### src/rtl/pin_evt_pkg.sv
package pin_evt_pkg;

    // Pin positions within the sampled vector
    localparam int PIN_EXT   = 0;
    localparam int PIN_MGMT  = 1;
    localparam int PIN_MCHK  = 2;
    localparam int PIN_CSTOP = 3;
    localparam int PIN_HRST  = 4;
    localparam int PIN_SRST  = 5;
    localparam int PIN_TBEN  = 6;
    localparam int NUM_DEFINED = 7;

    // Pending request positions
    localparam int REQ_EXT  = 0;
    localparam int REQ_MGMT = 1;
    localparam int REQ_MCHK = 2;
    localparam int REQ_SRST = 3;
    localparam int NUM_REQ  = 4;

    typedef enum logic {
        MODE_FOLLOW   = 1'b0,
        MODE_FALL_SET = 1'b1
    } req_mode_e;

    typedef struct packed {
        logic halt;
        logic exit_req;
        logic tb_run;
    } core_ctl_t;

    function automatic int req_src_pin(input int r);
        case (r)
            REQ_EXT:  return PIN_EXT;
            REQ_MGMT: return PIN_MGMT;
            REQ_MCHK: return PIN_MCHK;
            default:  return PIN_SRST;
        endcase
    endfunction

    function automatic req_mode_e req_mode(input int r);
        return (r == REQ_MCHK) ? MODE_FALL_SET : MODE_FOLLOW;
    endfunction

endpackage

### src/rtl/pin_level_tracker.sv
module pin_level_tracker #(
    parameter int NUM_PINS    = 8,
    parameter int NUM_DEFINED = 7
) (
    input  logic                clk,
    input  logic                rst_n,
    input  logic [NUM_PINS-1:0] pins_i,
    output logic [NUM_PINS-1:0] rise_o,
    output logic [NUM_PINS-1:0] fall_o
);

    function automatic logic [NUM_PINS-1:0] defined_mask();
        logic [NUM_PINS-1:0] m;
        for (int i = 0; i < NUM_PINS; i++) m[i] = (i < NUM_DEFINED);
        return m;
    endfunction

    localparam logic [NUM_PINS-1:0] DEF_MASK = defined_mask();

    logic [NUM_PINS-1:0] level_d, level_q;

    always_comb begin
        // Undefined positions keep their stored value (zero from reset)
        level_d = (pins_i & DEF_MASK) | (level_q & ~DEF_MASK);
        rise_o  =  pins_i & ~level_q & DEF_MASK;
        fall_o  = ~pins_i &  level_q & DEF_MASK;
    end

    always_ff @(posedge clk or negedge rst_n) begin
        if (!rst_n) level_q <= '0;
        else        level_q <= level_d;
    end

endmodule

### src/rtl/req_sticky_bit.sv
module req_sticky_bit
    import pin_evt_pkg::*;
#(
    parameter req_mode_e MODE = MODE_FOLLOW
) (
    input  logic clk,
    input  logic rst_n,
    input  logic rise_i,
    input  logic fall_i,
    input  logic ack_i,
    output logic req_o
);

    logic req_d, req_q;

    generate
        if (MODE == MODE_FALL_SET) begin : g_fall_set
            always_comb begin
                req_d = req_q;
                if (fall_i)     req_d = 1'b1;
                else if (ack_i) req_d = 1'b0;
            end
            logic unused_rise;
            assign unused_rise = rise_i;
        end else begin : g_follow
            always_comb begin
                req_d = req_q;
                if (rise_i)      req_d = 1'b1;
                else if (fall_i) req_d = 1'b0;
                else if (ack_i)  req_d = 1'b0;
            end
        end
    endgenerate

    always_ff @(posedge clk or negedge rst_n) begin
        if (!rst_n) req_q <= 1'b0;
        else        req_q <= req_d;
    end

    assign req_o = req_q;

endmodule

### src/rtl/pin_event_decoder.sv
module pin_event_decoder
    import pin_evt_pkg::*;
#(
    parameter int NUM_PINS = 8
) (
    input  logic                clk,
    input  logic                rst_n,
    input  logic [NUM_PINS-1:0] pins_i,
    input  logic [NUM_REQ-1:0]  ack_i,
    output logic [NUM_REQ-1:0]  pend_o,
    output logic                halt_o,
    output logic                exit_req_o,
    output logic                tb_run_o
);

    logic [NUM_PINS-1:0] rise_w, fall_w;
    core_ctl_t ctl_d, ctl_q;

    pin_level_tracker #(
        .NUM_PINS    (NUM_PINS),
        .NUM_DEFINED (NUM_DEFINED)
    ) u_track (
        .clk    (clk),
        .rst_n  (rst_n),
        .pins_i (pins_i),
        .rise_o (rise_w),
        .fall_o (fall_w)
    );

    generate
        for (genvar r = 0; r < NUM_REQ; r++) begin : g_req
            localparam int SRC = req_src_pin(r);
            req_sticky_bit #(
                .MODE (req_mode(r))
            ) u_bit (
                .clk    (clk),
                .rst_n  (rst_n),
                .rise_i (rise_w[SRC]),
                .fall_i (fall_w[SRC]),
                .ack_i  (ack_i[r]),
                .req_o  (pend_o[r])
            );
        end
    endgenerate

    always_comb begin
        ctl_d          = ctl_q;
        ctl_d.exit_req = rise_w[PIN_HRST];
        if (rise_w[PIN_CSTOP]) ctl_d.halt   = 1'b1;
        if (rise_w[PIN_TBEN])  ctl_d.tb_run = 1'b1;
        else if (fall_w[PIN_TBEN]) ctl_d.tb_run = 1'b0;
    end

    always_ff @(posedge clk or negedge rst_n) begin
        if (!rst_n) ctl_q <= '0;
        else        ctl_q <= ctl_d;
    end

    assign halt_o     = ctl_q.halt;
    assign exit_req_o = ctl_q.exit_req;
    assign tb_run_o   = ctl_q.tb_run;

endmodule

### config.mk
export PLATFORM = sky130hd
export DESIGN_NAME = pin_event_decoder
export DESIGN_NICKNAME = d
export VERILOG_FILES = /design/src/rtl/pin_evt_pkg.sv /design/src/rtl/pin_level_tracker.sv /design/src/rtl/req_sticky_bit.sv /design/src/rtl/pin_event_decoder.sv
export SDC_FILE = /design/constraint.sdc
export NUM_CORES = 1
export LEC_CHECK = 0
export BUFFER_PORTS_ARGS = -buffer_cell sky130_fd_sc_hd__buf_2
export CAP_MARGIN = 20
export CORE_AREA = 5 5 42 44
export CTS_CLUSTER_DIAMETER = 40
export CTS_CLUSTER_SIZE = 14
export DETAILED_ROUTE_END_ITERATION = 12
export DIE_AREA = 0 0 47 49
export GPL_TIMING_DRIVEN = 0
export HOLD_SLACK_MARGIN = 0.05
export PLACE_DENSITY = 0.67
export SKIP_CTS_REPAIR_TIMING = 1
export SLEW_MARGIN = 0
export SYNTH_ARGS = -nofsm -noshare
export SYNTH_HDL_FRONTEND = slang
export SYNTH_SLANG_ARGS = --single-unit
### constraint.sdc
create_clock -name clk -period 2.5 [get_ports clk]
set_input_delay 0.5 -clock clk [delete_from_list [all_inputs] [get_ports clk]]
set_output_delay 0.5 -clock clk [all_outputs]
set_load 0.05 [all_outputs]
==> results of run 1 <==
[cell usage in the layout, fill, tap and decap left out, drive strengths merged]
| cell | netlist | final |
|---|---|---|
| buf | 4 | 23 |
| dfrtp | 14 | 14 |
| nor2b | 4 | 4 |
| inv | 7 | 7 |
| clkbuf | 0 | 3 |
| ha | 1 | 1 |
| o22ai | 1 | 1 |
| a21o | 1 | 1 |
| mux2 | 1 | 1 |
| maj3 | 3 | 3 |
[cells by family (layout without fill, tap and decap cells)]
family / Yosys count / after routing / share of synthesized area [%]
fa+ha+maj: 4 / 4 / 8.809
simple gates: 4 / 4 / 9.048
buf+inv: 11 / 33 / 10.72
mux: 1 / 1 / 2.143
compound gates: 2 / 2 / 2.620
flops: 14 / 14 / 66.67
[worst max-delay path, stage by stage (launching register included)]
cell and delay (ns):
sky130_fd_sc_hd__dfrtp_1 0.38, sky130_fd_sc_hd__buf_4 0.13, sky130_fd_sc_hd__buf_2 0.20
[final cells by class]
type | count | area (µm²)
fillers | 146 | 738.2
multi-input cells | 11 | 118.9
inverters | 7 | 26.28
flip-flops and latches | 14 | 350.3
well taps | 16 | 20.02
clock buffers | 3 | 22.52
repair buffers | 19 | 95.09
plain buffers | 4 | 30.03
[metal layers]
layer  up-vias  track usage, %  routed length, µm
li1        150               -                  -
met1       141           9.302                294
met2        15           11.31                292
met3         0           2.214                102
met4         0           2.765                  0
met5         -               0                  0
[final timing paths]
check / depth (start not counted) / to / slack [ns]
worst max-delay path: 2 / pend_o[0] / 1.03
worst min-delay path: 1 / u_track.level_q[6] / 0.12
worst max register to register: 3 / tb_run_o / 1.45
worst min register to register: 1 / exit_req_o / 0.41
max in group asynchronous: 1 / u_track.level_q[4] / 2.15
min in group clk: 1 / u_track.level_q[4] / 0.35
[power by group through the flow]
stage          registers, mW  logic (mW)  clock network (mW)
3_5_place_dp           0.250      0.0798                   0
5_1_grt                0.247      0.0846               0.133
4_1_cts                0.245      0.0799               0.123
2_1_floorplan          0.259      0.0442                   0
6_report               0.245      0.0782               0.115
3_3_place_gp           0.249      0.0789                   0
[metrics by stage]
| stage | utilization (%) | cell area [µm²] | setup slack [ns] | hold WS [ns] |
|---|---|---|---|---|
| global route | 47.32 | 663.1 | 0.9791 | 0.1222 |
| CTS | 47.32 | 663.1 | 1.011 | 0.1164 |
| finish | 47.32 | 663.1 | 1.030 | 0.1168 |
| floorplan | - | 525.5 | 1.305 | 0.2044 |
| global placement | 45.71 | 640.6 | 1.183 | 0.3839 |
| detailed placement | 45.71 | 640.6 | 1.169 | 0.3982 |
[registers in the layout, indices dropped and copies added, names as in the netlist]
signal and cells:
tb_run_o 1, halt_o 1, exit_req_o 1, g_req.u_bit.req_o 4, u_track.level_q 7
==> results.txt, run 1 <==
The average wire per standard cell works out to 9.311 µm. The number of global-route vias before repair was 310. Buffers placed on the I/O ports in this run total 19. In this run the worst hold path is classified as in2async.

The tools report the fmax as 0.6805 GHz. For the worst setup path, the data required time is 2.00 ns. Global routing consumed, over all layers together, 7.312% of the routing resources. The repair_antennas step left the layout with diodes totalling 0. The tree built by TritonCTS fans out to 14 sinks. The tools report the max-slew violation total from the final report as 0.

From synthesis to final layout, the design area changed by 26.19%. STA classifies the critical path endpoint as an output port. The run gives 0.4385 mW as the total power consumption of the routed design. The power density normalized to cell area was 661.3 nW/µm²; the initial antenna violation count was 0.

The number of nets handed over by synthesis was 51. The internal power of the cells totals 0.3264 mW. Dividing the detail-routed via count by the number of cells gives 4.135. In the final design database the tool counted 75 nets.

The cell type contributing the most total cell area after synthesis was sky130_fd_sc_hd__dfrtp_1. The first TritonRoute pass finished after 2 iterations. For the instance count after placement with tap cells included, the log shows 71. The total area inside the core boundary comes to 1401 µm². From left edge to right edge, the die measures 47 µm. The top cell type by area accounts for 66.67% of the synthesized area. Dividing the synthesized area by the synthesized cell count gives 14.60 µm². The number of synthesis warnings is 0, and the largest driver fanout on the critical path is 2.

The logs give 3 for the number of buffers inserted during clock tree synthesis and 0 ns for the setup total negative slack. The deepest level of the CTS H-tree was 1; the fraction of the yosys area taken by sequential cells was 66.67%. In this run the critical register-to-register path is launched from u_track.level_q[6]. The tools report the worst-case headroom to the max-slew limit as 79.59%. TritonCTS built the clock tree. The post-route netlist has 56.90% of its cells at a drive strength greater than 1. Combinational logic burns 17.8% of the power. Summed over all layers, the global routing overflow is 0. Die outline height: 49 µm. The share of power burned in the clock network came out at 26.3%.

The buffer depth of the longest clock path is 2. Total leakage power: 0.3591 nW. IR analysis of the VDD net gives a maximum drop of 0.3020 mV. The via count is 306, and the number of design-rule violations left by the first detailed-router iteration is 3. The first global-routing pass estimated 1235 µm of wire. The run gives 0 as the max-capacitance violation count.

The die covers 2303 µm². For the final database, setup skew stands at 0.0005948 ns. The pin slew with the least headroom to its limit was 0.3062 ns; the final number of hold-violating endpoints was 0.

The switching share of total power is 25.58%. Clock-pin slew was measured on the worst setup and hold paths at 0.07 ns. After synthesis the cells add up to 525.5 µm². Synthesis inferred 14 register bits. The flow ran to the end, and the final reports show no timing, DRC or antenna violations. The commonest cells after synthesis are 14 x sky130_fd_sc_hd__dfrtp_1, 7 x sky130_fd_sc_hd__inv_1, 4 x sky130_fd_sc_hd__buf_4. The placer congestion estimate is 0.5897. The portion of total power attributed to sequential cells came out at 55.9%.

I/O pin total: 21. The synthesized instance count is 36, and the setup violation total in the final timing report is 0. Counting flops with a built-in enable in the synthesized netlist gives 0. The category of the critical setup timing path was reg2out. The run gives 0 as the number of design rule violations left after detail routing. The initial utilization of the core area, before any placement, comes to 37.50%.

The tools report the wire length after detailed routing as 689 µm. In the post-synthesis netlist, the biggest area contributors are sky130_fd_sc_hd__dfrtp_1 67%, sky130_fd_sc_hd__nor2b_4 7.9%, sky130_fd_sc_hd__maj3_2 6.4%. The floorplan row count is 14. The fraction of registers with async set or reset after synthesis is 100.0%. The most common cell in the synthesized netlist is sky130_fd_sc_hd__dfrtp_1. The detail route stage leaves a number of antenna-violating nets equal to 0. The worst-skew pair later-pin latency is 0.26 ns. The data arrival time of the critical path came out at 0.97 ns. The count of unique library cells instantiated by Yosys is 10. In this run the worst setup path begins at g_req[0].u_bit.req_o. STA classifies the critical path startpoint as a flop. The most common flop cell mapped by yosys was sky130_fd_sc_hd__dfrtp_1. The root buffer cell chosen for the clock tree is sky130_fd_sc_hd__clkbuf_4. Entering global routing, the biggest net connects 15 pins. After legalization and detailed placement, the total HPWL measured 566.8 µm.

The worst path in the final design needs a cycle of 1.470 ns, including I/O delays and setup. Setup repair after global routing left no endpoint under its margin. In this run the power spent charging and discharging nets is 0.1122 mW. Share of the clock period used by the worst path: 58.78%. For the number of non-filler instances in the completed layout, the log shows 74.
Power figures use the tool's default switching activity.
==> inputs of run 2 (changes only) <==
==> constraint.sdc (replaced) <==
create_clock -name clk -period 1.5 [get_ports clk]
set_input_delay 0.3 -clock clk [delete_from_list [all_inputs] [get_ports clk]]
set_output_delay 0.3 -clock clk [all_outputs]
set_load 0.05 [all_outputs]
==> run 2 against run 1 <==
Effect of this change: sequential power rose by 67%; highest routed layer unchanged; cell count rose by 1.4%; utilization rose by 0.71 points; largest power group unchanged; global-route usage did not move; die area did not move.
==> results.txt, run 2 (synthesized netlist as in run 1, its figures left out) <==
The run finished with clean final reports. The fmax is 0.7877 GHz, and the footprint of the flip-flops and latches is 350.3 µm² (unchanged). Top library cells by usage in the layout, fill and taps aside: 19 x sky130_fd_sc_hd__buf_2, 14 x sky130_fd_sc_hd__dfrtp_1, 7 x sky130_fd_sc_hd__inv_1, 4 x sky130_fd_sc_hd__buf_4 (unchanged).

The most common cell after layout, fill and taps aside is sky130_fd_sc_hd__buf_2 (unchanged). For the I/O pin total, the log shows 21 (unchanged). The number of detailed-routing iterations run before antenna repair was 2 (unchanged); the area occupied by multi-input gates was 118.9 µm² (unchanged). The deepest level of the CTS H-tree is 1 (unchanged).

The setup violation total in the final timing report was 0 (unchanged); the cell area reported after detailed placement was 640.6 µm² (unchanged). Switching share of total power: 25.55% (was 25.58%). The synthesis-to-layout area growth is 28.10% (was 26.19%), and the pin slew with the least headroom to its limit is 0.3068 ns (was 0.3062 ns). Count of inserted antenna diode cells: 0 (unchanged).

The tools report the floorplan row count as 14 (unchanged). The max-capacitance violation count was 0 (unchanged). The category of the critical setup timing path was reg2out (unchanged).

The met1 routing resource usage after global routing was 9.302% (unchanged); the share of the clock period used by the worst path was 84.64%. The share of cells above drive strength 1 was 55.93% (was 56.90%); the average wire per standard cell was 9.227 µm (was 9.311 µm). The run gives 308 (was 306) as the via count. The power spent charging and discharging nets is 0.1872 mW (was 0.1122 mW).

The flip-flop count of the largest register after layout came out at 7 (unchanged). The clock net sink count was 14 (unchanged); the number of fill cells in the layout was 145 (was 146). The portion of total power attributed to sequential cells was 55.7% (was 55.9%); the final clock skew was 0.0005948 ns (unchanged).

The cell at the root of the clock tree is sky130_fd_sc_hd__clkbuf_4 (unchanged). For the internal cell power, the log shows 0.5456 mW (was 0.3264 mW). The horizontal extent of the die was 47 µm (unchanged); the final core utilization was 48.04% (was 47.32%). The logs give 3 (unchanged) for the number of design-rule violations left by the first detailed-router iteration and 2 (unchanged) for the buffer depth of the longest clock path.

For the share of power burned in the clock network, the log shows 26.2% (was 26.3%). The die outline height is 49 µm (unchanged). The worst-skew pair later-pin latency is 0.26 ns (about the same). The vias per cell is 4.107 (was 4.135), and the data arrival time of the critical path is 0.97 ns (about the same). The logs give 566.8 µm (unchanged) for the final HPWL from detailed placement and 0.5036 mV (was 0.3020 mV) for the worst supply voltage drop on vdd.

The total leakage power came out at 0.3633 nW (was 0.3591 nW). Most crowded layer after global routing: met2 (unchanged). The category of the worst setup path launch point was a flop (unchanged). The clock-pin transition on the worst setup and hold timing paths was 0.07 ns (about the same); the post-detailed-route count of antenna-violating nets was 0 (unchanged). For the smallest hold slack, the log shows 0.1474 ns (was 0.1168 ns). For the setup slack on the worst flop-to-flop path, the log shows 0.45 ns (was 1.45 ns). The all-layer global routing usage was 7.312% (unchanged); the number of port buffers was 19 (unchanged). The max-slew violation total from the final report was 0 (unchanged); the number of nets in the final layout was 76 (was 75). The kind of path behind the tightest hold check is in2reg (was in2async). Setup repair after global routing left no endpoint under its margin. The placer congestion estimate came out at 0.5897 (unchanged). The run gives 37.50% (unchanged) as the effective utilization at floorplan. Largest register by flop count: u_track.level_q (unchanged).

The tools report the critical path required time as 1.20 ns (was 2.00 ns). The tools report the worst-case headroom to the max-slew limit as 79.54% (was 79.59%). The number of global-route vias before repair came out at 310 (unchanged). The number of design rule violations left after detail routing is 0 (unchanged). TritonCTS built the clock tree. The setup total negative slack was 0 ns (unchanged); the core box area was 1401 µm² (unchanged).

The fraction of met2 tracks used by global routing was 11.31% (unchanged). The kind of capture point of the worst setup path was an output port (unchanged). The largest net degree at the start of global routing is 15 (unchanged). The largest driver fanout on the critical path works out to 2 (unchanged).

The run gives 3 (unchanged) as the number of buffers inserted during clock tree synthesis. The run gives 0 (unchanged) as the initial antenna violation count. For the final number of hold-violating endpoints, the log shows 0 (unchanged).

The first-pass GRT wire length was 1235 µm (unchanged). The wire length after detailed routing is 692 µm (was 689 µm), and the global routing met3 resource utilization is 2.214% (unchanged). The post-route cell area was 673.1 µm² (was 663.1 µm²). After layout, the minimum clock period comes to 1.270 ns. The combinational share of power came out at 18.1% (was 17.8%). Die area: 2303 µm² (unchanged).

The power density normalized to cell area is 1089 nW/µm² (was 661.3 nW/µm²), and the final global-route overflow total is 0 (unchanged).
-- run 2: cell count changes in the layout (fill, tap and decap cells not counted) --
cell | previous run | this run
sky130_fd_sc_hd__dlygate4sd3_1 | 0 | 1
-- run 2: per-stage QoR --
stage,worst slack [ns],power (mW),std cells
global placement,0.3832,0.5468,71
finish,0.2304,0.7329,75
CTS,0.2113,0.7468,74
detailed placement,0.3693,0.5492,71
global route,0.1791,0.7753,75
floorplan,0.4719,0.5055,36
-- run 2: final timing paths --
path | start | cells after the start | endpoint
max | g_req[0].u_bit.req_o | 2 | pend_o[0]
max reg2reg | u_track.level_q[6] | 3 | tb_run_o
min reg2reg | u_track.level_q[4] | 1 | exit_req_o
max in group asynchronous | rst_n | 2 | u_track.level_q[4]
min in group asynchronous | rst_n | 2 | u_track.level_q[6]
min | pins_i[4] | 1 | u_track.level_q[4]
-- run 2: final cells by class --
type | instances | share of cell area (%)
clock buffers | 3 | 3.346
plain buffers | 4 | 4.461
multi-input cells | 11 | 17.66
repair buffers | 20 | 15.61
flip-flops and latches | 14 | 52.04
well taps | 16 | 2.974
inverters | 7 | 3.903
-- run 2: per-layer routing --
metal  wire length, µm  vias up
met2               293       15
met5                 0        -
met3                99        0
met1               300      141
met4                 0        0
li1                  -      152
-- run 2: worst max-delay path, stage by stage, from the launching register on --
cell,delay (ns)
sky130_fd_sc_hd__dfrtp_1,0.38
sky130_fd_sc_hd__buf_4,0.13
sky130_fd_sc_hd__buf_2,0.20
-- run 2: power by group through the flow --
stage	combinational, mW	sequential [mW]	clock, mW
final	0.132	0.408	0.192
after global routing	0.143	0.411	0.221
after CTS	0.133	0.409	0.205
after detailed placement	0.133	0.416	0
after global placement	0.132	0.415	0
after floorplan	0.0736	0.432	0
